**src/rtl/cmul_pkg.sv**
```systemverilog
`timescale 1ns/1ps
// Package: shared constants for the composed multiplier.
// Assumes all widths are multiples of the slice width.
package cmul_pkg;
    // Width of one final-adder slice and of the lookahead grouping.
    localparam int unsigned CMUL_SLICE_W = 4;
    // Number of sub-products formed from two split operands.
    localparam int unsigned CMUL_NUM_PP  = 4;
endpackage

```
**src/rtl/nib_mult.sv**
```systemverilog
`timescale 1ns/1ps
// Module: nib_mult
// Combinational unsigned H x H multiplier that accumulates AND-gated,
// shifted copies of the multiplicand. Output is 2H bits and never
// overflows. Assumes H >= 1.
module nib_mult #(
    parameter int unsigned H = 4
) (
    input  logic [H-1:0]   x,
    input  logic [H-1:0]   y,
    output logic [2*H-1:0] p
);
    localparam int unsigned PW = 2 * H;

    // Purpose: sum the partial rows, one per set bit of y.
    always_comb begin
        p = '0;
        for (int i = 0; i < int'(H); i++) begin
            if (y[i]) begin
                p = p + (PW'(x) << i);
            end
        end
    end
endmodule

```
**src/rtl/csa_row.sv**
```systemverilog
`timescale 1ns/1ps
// Module: csa_row
// One row of N full adders reducing three N-bit words to a sum word and
// a carry word. The carry-in of each adder is used as the third data bit.
// Carry bit k carries weight 2^(k+1). Assumes N >= 1.
module csa_row #(
    parameter int unsigned N = 12
) (
    input  logic [N-1:0] in0,
    input  logic [N-1:0] in1,
    input  logic [N-1:0] in2,
    output logic [N-1:0] s,
    output logic [N-1:0] c
);
    genvar k;
    generate
        for (k = 0; k < int'(N); k++) begin : g_fa
            // Purpose: one full adder column (parity sum, majority carry).
            always_comb begin
                s[k] = in0[k] ^ in1[k] ^ in2[k];
                c[k] = (in0[k] & in1[k]) | (in0[k] & in2[k]) | (in1[k] & in2[k]);
            end
        end
    endgenerate
endmodule

```
**src/rtl/add_slice.sv**
```systemverilog
`timescale 1ns/1ps
// Module: add_slice
// SW-bit adder slice. Produces the sum for a given carry-in, plus group
// propagate and generate terms for an external lookahead unit. The
// group terms do not depend on the carry-in. Assumes SW >= 1.
module add_slice #(
    parameter int unsigned SW = 4
) (
    input  logic [SW-1:0] x,
    input  logic [SW-1:0] y,
    input  logic          cin,
    output logic [SW-1:0] s,
    output logic          gp,
    output logic          gg
);
    logic [SW-1:0] bp;
    logic [SW-1:0] bg;
    logic [SW:0]   cc;

    // Purpose: per-bit propagate and generate.
    always_comb begin
        bp = x ^ y;
        bg = x & y;
    end

    // Purpose: group propagate/generate, independent of the carry-in.
    always_comb begin
        gp = &bp;
        gg = 1'b0;
        for (int k = 0; k < int'(SW); k++) begin
            gg = bg[k] | (bp[k] & gg);
        end
    end

    // Purpose: internal carries and sum bits once the carry-in is known.
    always_comb begin
        cc[0] = cin;
        for (int k = 0; k < int'(SW); k++) begin
            cc[k+1] = bg[k] | (bp[k] & cc[k]);
        end
        s = bp ^ cc[SW-1:0];
    end
endmodule

```
**src/rtl/grp_lookahead.sv**
```systemverilog
`timescale 1ns/1ps
// Module: grp_lookahead
// Carry lookahead across NS slices with a carry-in of zero. Every carry
// is a flat sum of products of group terms, so none ripples through
// another. car[i] feeds slice i; car[NS] is the final carry-out.
module grp_lookahead #(
    parameter int unsigned NS = 3
) (
    input  logic [NS-1:0] gp,
    input  logic [NS-1:0] gg,
    output logic [NS:0]   car
);
    // Purpose: expand each carry as OR over j of (G_j AND P_(j+1..i-1)).
    always_comb begin
        for (int i = 0; i <= int'(NS); i++) begin
            logic acc;
            acc = 1'b0;
            for (int j = 0; j < i; j++) begin
                logic term;
                term = gg[j];
                for (int k = j + 1; k < i; k++) begin
                    term = term & gp[k];
                end
                acc = acc | term;
            end
            car[i] = acc;
        end
    end
endmodule

```
**src/rtl/composed_mul8.sv**
```systemverilog
`timescale 1ns/1ps
// Module: composed_mul8
// Unsigned W x W multiplier built from four (W/2)x(W/2) sub-multipliers,
// one carry-save row and a sliced lookahead adder. Purely combinational,
// so there is no clock or reset. Assumes W is even and 3*(W/2) is a
// multiple of the slice width.
module composed_mul8 #(
    parameter int unsigned W = 8
) (
    input  logic [W-1:0]   a,
    input  logic [W-1:0]   b,
    output logic [2*W-1:0] product
);
    import cmul_pkg::*;

    localparam int unsigned H   = W / 2;           // nibble width
    localparam int unsigned PPW = 2 * H;           // sub-product width
    localparam int unsigned N   = 3 * H;           // carry-save width
    localparam int unsigned SW  = CMUL_SLICE_W;
    localparam int unsigned NS  = N / SW;           // adder slices

    // pp_flat slot k: a nibble k[1], b nibble k[0] (0=low, 1=high).
    logic [CMUL_NUM_PP*PPW-1:0] pp_flat;
    logic [N-1:0]  op0, op1, op2;
    logic [N-1:0]  csa_s, csa_c;
    logic [N-1:0]  add_y;
    logic [N-1:0]  add_sum;
    logic [NS-1:0] slc_gp, slc_gg;
    logic [NS:0]   slc_car;

    genvar k;
    generate
        for (k = 0; k < int'(CMUL_NUM_PP); k++) begin : g_pp
            localparam int unsigned ASEL = k / 2;
            localparam int unsigned BSEL = k % 2;
            nib_mult #(.H(H)) u_nib (
                .x (a[ASEL*H +: H]),
                .y (b[BSEL*H +: H]),
                .p (pp_flat[k*PPW +: PPW])
            );
        end
    endgenerate

    // Purpose: align the three operands that share product weight >= H.
    always_comb begin
        op0 = {pp_flat[3*PPW +: PPW], pp_flat[H +: H]};
        op1 = N'(pp_flat[1*PPW +: PPW]);
        op2 = N'(pp_flat[2*PPW +: PPW]);
    end

    csa_row #(.N(N)) u_csa (
        .in0 (op0),
        .in1 (op1),
        .in2 (op2),
        .s   (csa_s),
        .c   (csa_c)
    );

    // Purpose: second-level operand, each column's carry from the one below.
    always_comb begin
        add_y = {csa_c[N-2:0], 1'b0};
    end

    generate
        for (k = 0; k < int'(NS); k++) begin : g_slc
            add_slice #(.SW(SW)) u_slc (
                .x   (csa_s[k*SW +: SW]),
                .y   (add_y[k*SW +: SW]),
                .cin (slc_car[k]),
                .s   (add_sum[k*SW +: SW]),
                .gp  (slc_gp[k]),
                .gg  (slc_gg[k])
            );
        end
    endgenerate

    grp_lookahead #(.NS(NS)) u_cla (
        .gp  (slc_gp),
        .gg  (slc_gg),
        .car (slc_car)
    );

    // Purpose: assemble the product; the low bits bypass all adders.
    always_comb begin
        product = {add_sum, pp_flat[0 +: H]};
    end
endmodule

```
**config.mk**
```make
export PLATFORM = sky130hd
export DESIGN_NAME = composed_mul8
export DESIGN_NICKNAME = d
export VERILOG_FILES = /design/src/rtl/cmul_pkg.sv /design/src/rtl/nib_mult.sv /design/src/rtl/csa_row.sv /design/src/rtl/add_slice.sv /design/src/rtl/grp_lookahead.sv /design/src/rtl/composed_mul8.sv
export SDC_FILE = /design/constraint.sdc
export NUM_CORES = 1
export LEC_CHECK = 0
export ABC_AREA = 1
export BUFFER_PORTS_ARGS = -buffer_cell sky130_fd_sc_hd__buf_2
export CORE_MARGIN = 2
export CORE_UTILIZATION = 40
export DETAILED_ROUTE_END_ITERATION = 7
export PLACE_DENSITY_LB_ADDON = 0.05
export SLEW_MARGIN = 40
export SYNTH_ARGS = -nofsm -noshare
export SYNTH_HDL_FRONTEND = slang
export SYNTH_HIERARCHICAL = 1
export SYNTH_SLANG_ARGS = --single-unit
```
**constraint.sdc**
```tcl
create_clock -name vclk -period 9
set_clock_uncertainty 0.1 [all_clocks]
set_input_delay 1.35 -clock vclk [all_inputs]
set_output_delay 1.35 -clock vclk [all_outputs]
set_load 0.01 [all_outputs]
```
Word-level counts from Yosys, hierarchy flattened:

Cells that the tools add are included.
W data, S select, Z words.

* register bits: 0
* input bits: 16
* output and inout bits: 16

* $add $sub $neg: 12
* multiplexer cells: 16
* bitwise operators: 91
* reductions and logical operators: 1

Operators with widths (number)
* $mux W8: 12
* $and A1 B1 Y1: 37
* $add A8 B5 Y8: 4
* $add A8 B6 Y8: 4
* $add A8 B7 Y8: 4
* $or A1 B1 Y1: 29
* $xor A4 B4 Y4: 5
* $mux W4: 4
* $xor A1 B1 Y1: 16
* $and A4 B4 Y4: 2
* $reduce_and A4 Y1: 1
* $xor A4 B1 Y4: 1
* $and A3 B1 Y3: 1

Logic depth before layout (Yosys ltp):

* depth after elaboration: 26
* depth in mapped cells: 32
* gate-level depth less buffers: 32

Cells and area by module:

Netlist, hierarchy kept.

By module, submodules not included
* nib_mult: instances 4, cells each 99, area an instance 615.6 µm², seq. area each 0.0 µm²
* add_slice at g_slc[0].u_slc ...: instances 2, cells each 24, area an instance 186.4 µm², seq. area each 0.0 µm²
* csa_row: instances 1, cells each 12, area an instance 240.2 µm², seq. area each 0.0 µm²
* add_slice at g_slc[2].u_slc: instances 1, cells each 23, area an instance 183.9 µm², seq. area each 0.0 µm²
* grp_lookahead: instances 1, cells each 8, area an instance 43.8 µm², seq. area each 0.0 µm²
* composed_mul8: instances 1, cells each 1, area an instance 3.8 µm², seq. area each 0.0 µm²

Worst setup path before layout:

No wires, ideal clock.

* kind: input port to output port
* start: input port a[1]
* end: output port product[15]
* data arrival time: 6508 ps
* path slack: 1042 ps
* cell stages on the path: 30
* path buffers: 0
* cells stage by stage: nand2_1 -> inv_1 -> ha_1 -> inv_1 -> fa_1 -> o21ai_1 -> ha_1 -> inv_1 -> fa_1 -> xnor2_1 -> or2_1 -> a21boi_1 -> ha_1 -> nand3_1 -> nand2_1 -> xnor2_1 -> o21ai_0 -> fa_1 -> ha_1 -> nand2_2 -> nor2_2 -> nor2_1 -> nand2_1 -> a21o_1 -> inv_1 -> fa_1 -> inv_1 -> fa_1 -> fa_1 -> xor2_1

* elaborated cells between the ends (all ways): 93
* classes of those cells: add/sub (6); mux (8); bitwise (78); reduce/logical (1)

RTL lines
* start, declared: RTL line composed_mul8.sv:10 `input logic [W-1:0] a,`
* $mux W4: RTL line nib_mult.sv:19 `if (y[i]) begin`
* $add A8 B5 Y8: RTL line nib_mult.sv:20 `p = p + (PW'(x) << i);`
* $mux W8: RTL line nib_mult.sv:19
* $add A8 B6 Y8: RTL line nib_mult.sv:20
* $mux W8: RTL line nib_mult.sv:19
* $add A8 B7 Y8: RTL line nib_mult.sv:20
* $mux W8 (*): RTL line nib_mult.sv:19
* via op0[2]: RTL line composed_mul8.sv:24 `logic [N-1:0] op0, op1, op2;`
* [2 not listed]
* via csa_s[2]: RTL line composed_mul8.sv:25 `logic [N-1:0] csa_s, csa_c;`
* [5 not listed]
* via slc_gg[0]: RTL line composed_mul8.sv:28 `logic [NS-1:0] slc_gp, slc_gg;`
* [2 not listed]
* via slc_car[2]: RTL line composed_mul8.sv:29 `logic [NS:0] slc_car;`
* $and A1 B1 Y1 (*): RTL line add_slice.sv:39 `cc[k+1] = bg[k] | (bp[k] & cc[k]);`
* $or A1 B1 Y1 (*): RTL line add_slice.sv:39
* $and A1 B1 Y1 (*): RTL line add_slice.sv:39
* $or A1 B1 Y1 (*): RTL line add_slice.sv:39
* $and A1 B1 Y1 (*): RTL line add_slice.sv:39
* $or A1 B1 Y1 (*): RTL line add_slice.sv:39
* $xor A4 B4 Y4 (*): RTL line add_slice.sv:41 `s = bp ^ cc[SW-1:0];`
* end, declared: RTL line composed_mul8.sv:12 `output logic [2*W-1:0] product`

Mark *: on every way through the listed nets, which the timed path passes. The rest lies on a longest branch.

Final worst setup path:

* start: input port b[0]
* end: output port product[15]

* elaborated cells between the ends (all ways): 90
* classes of those cells: add/sub (6); mux (8); bitwise (75); reduce/logical (1)

RTL lines
* start, declared: RTL line composed_mul8.sv:11 `input logic [W-1:0] b,`
* $mux W4 (*): RTL line nib_mult.sv:19
* $add A8 B5 Y8: RTL line nib_mult.sv:20
* $mux W8 (*): RTL line nib_mult.sv:19
* $add A8 B6 Y8: RTL line nib_mult.sv:20
* $mux W8 (*): RTL line nib_mult.sv:19
* $add A8 B7 Y8: RTL line nib_mult.sv:20
* $mux W8 (*): RTL line nib_mult.sv:19
* via op0[1]: RTL line composed_mul8.sv:24
* [3 not listed]
* via csa_c[1]: RTL line composed_mul8.sv:25
* [5 not listed]
* via slc_gg[0]: RTL line composed_mul8.sv:28
* [2 not listed]
* via slc_car[2]: RTL line composed_mul8.sv:29
* $and A1 B1 Y1 (*): RTL line add_slice.sv:39
* $or A1 B1 Y1 (*): RTL line add_slice.sv:39
* $and A1 B1 Y1 (*): RTL line add_slice.sv:39
* $or A1 B1 Y1 (*): RTL line add_slice.sv:39
* $and A1 B1 Y1 (*): RTL line add_slice.sv:39
* $or A1 B1 Y1 (*): RTL line add_slice.sv:39
* $xor A4 B4 Y4 (*): RTL line add_slice.sv:41

Marked as above.

==> flow_summary.yaml <==
timing:
  fin_crit_ps: 8520
  hold_violations: 0
  post-route-period-util_pct: 94.7
  setup_viol: 0
  max_freq_mhz: 117
  rsz0062_at_grt: "false"
  drv_slew: 0
  setup_tns_ps: 0
synth:
  netlist_area_um2: 3200
  synth_warnings: 6
  syn_avg_cell_area_um2: 6.82
  netlist_instances: 469
clock_network:
  post_cts_buffers: 0
  hold_buffers: 0
  ctsResizeCount: 0
floorplan:
  core_area_um2: 7730
  die_width_um: 93.4
  fp-row-count: 32
  initial_utilization_pct: 41.4
  fp.dieH_um: 93.4
  die_area_um2: 8730
  top_level_ports: 32
finish:
  regArea_um2: 0
  drive_gt1_share_pct: 16.9
  final_nets: 618
  design_area_um2: 3560
  clkbuf_count: 0
  synthToLayoutAreaGrowth_pct: 11.2
  seq_cells: 0
  diodes: 0
setup_path:
  cp-start-kind: "input port"
  arrival_ps: 7070
  crit_slowest_cell: "fa_1"
  worstPathMaxFanout: 14
  crit_required_ps: 7550
  cpMostUsedCell: "fa_1"
  worstSetupPathType: "input port to output port"
  slowest_delay_ps: 470
  crit_family: "adder cells"
  critPathCaptureType: "output port"
  crit_buf_inv: 7
power:
  p_per_area_nw_per_um2: 117
  leakage_nw: 2.05
  max-vdd-ir-drop_v: 0.0000543
grt:
  grt_pass1_wl_um: 13000
  grt_start_max_net_pins: 19
  grt_pass1_vias: 2753
  grt_antenna_before_repair: 0
  track_usage_pct: 18.2
  grt-ovfl-total: 0
placed_design:
  gp_congestion: 0.805
  place_area_um2: 3550
  portBuffers: 32
  dp_hpwl_um: 6480
detailed_routing:
  drtAntennaViolNets: 0
  wl_um: 7490
  drtIter0Drc: 62
  drc: 0
  routed-via-count: 2948
  firstDrtPassIters: 4
  post_drt_wl_per_cell_um: 12.2
  vias_per_cell: 4.79
worst_hold_path:
  hp-class: "input port to output port"
outcome:
  status: "completed"
job:
  drv_cap: 0
area by class of cell:
type | instances | area, µm²
Fill cell | 817 | 4170
Multi-Input combinational cell | 385 | 2870
Inverter | 91 | 352
Timing Repair Buffer | 38 | 208
Tap cell | 102 | 128
tightest hold or removal path: cells and delay by family:
family / cells / cell delay (ps)
simple gates: 2 / 120
buf+inv: 2 / 290
cell usage in the layout, fill, tap and decap left out, drive strengths merged:
cell	instances
o21ai	12
or2	4
ha	53
nand3	68
fa	33
xor2	7
a21o	5
nand4	2
a21boi	4
nand2	137
nor2	5
and2	8
a21oi	24
clkbuf	1
conb	11
nand3b	4
xnor2	8
inv	83
buf	37
clkinv	8
stage by stage:
| step | hold slack [ps] | utilization [%] | power, mW | setup WS (ps) | instances |
|---|---|---|---|---|---|
| finish | 3010 | 46.0 | 0.414 | 478 | 616 |
| global route | 3040 | 46.0 | 0.480 | 14.1 | 616 |
| CTS | 3010 | 45.9 | 0.423 | 268 | 616 |
| detailed placement | 3010 | 45.9 | 0.419 | 305 | 616 |
| global placement | 3010 | 45.9 | 0.416 | 334 | 616 |
| floorplan | 2690 | - | 0.294 | 1070 | 478 |
power by group:
group          switching, mW  internal (mW)  total (mW)
clock                      0              0           0
combinational          0.242          0.173       0.414
sequential                 0              0           0
final timing paths:
check	endpoint	slack (ps)	startpoint	depth (start not counted)
setup / recovery	product[15]	480	b[0]	31
hold / removal	product[3]	3010	b[3]	4
layer usage:
layer  routed length, µm  track usage (%)  vias up
met3                 170            0.483        4
met2                3530             31.7       30
met4                  70             1.35        0
met5                   0                0        -
li1                    -                -     1568
met1                3720             26.2     1346
(Power assumes the default switching activity.)
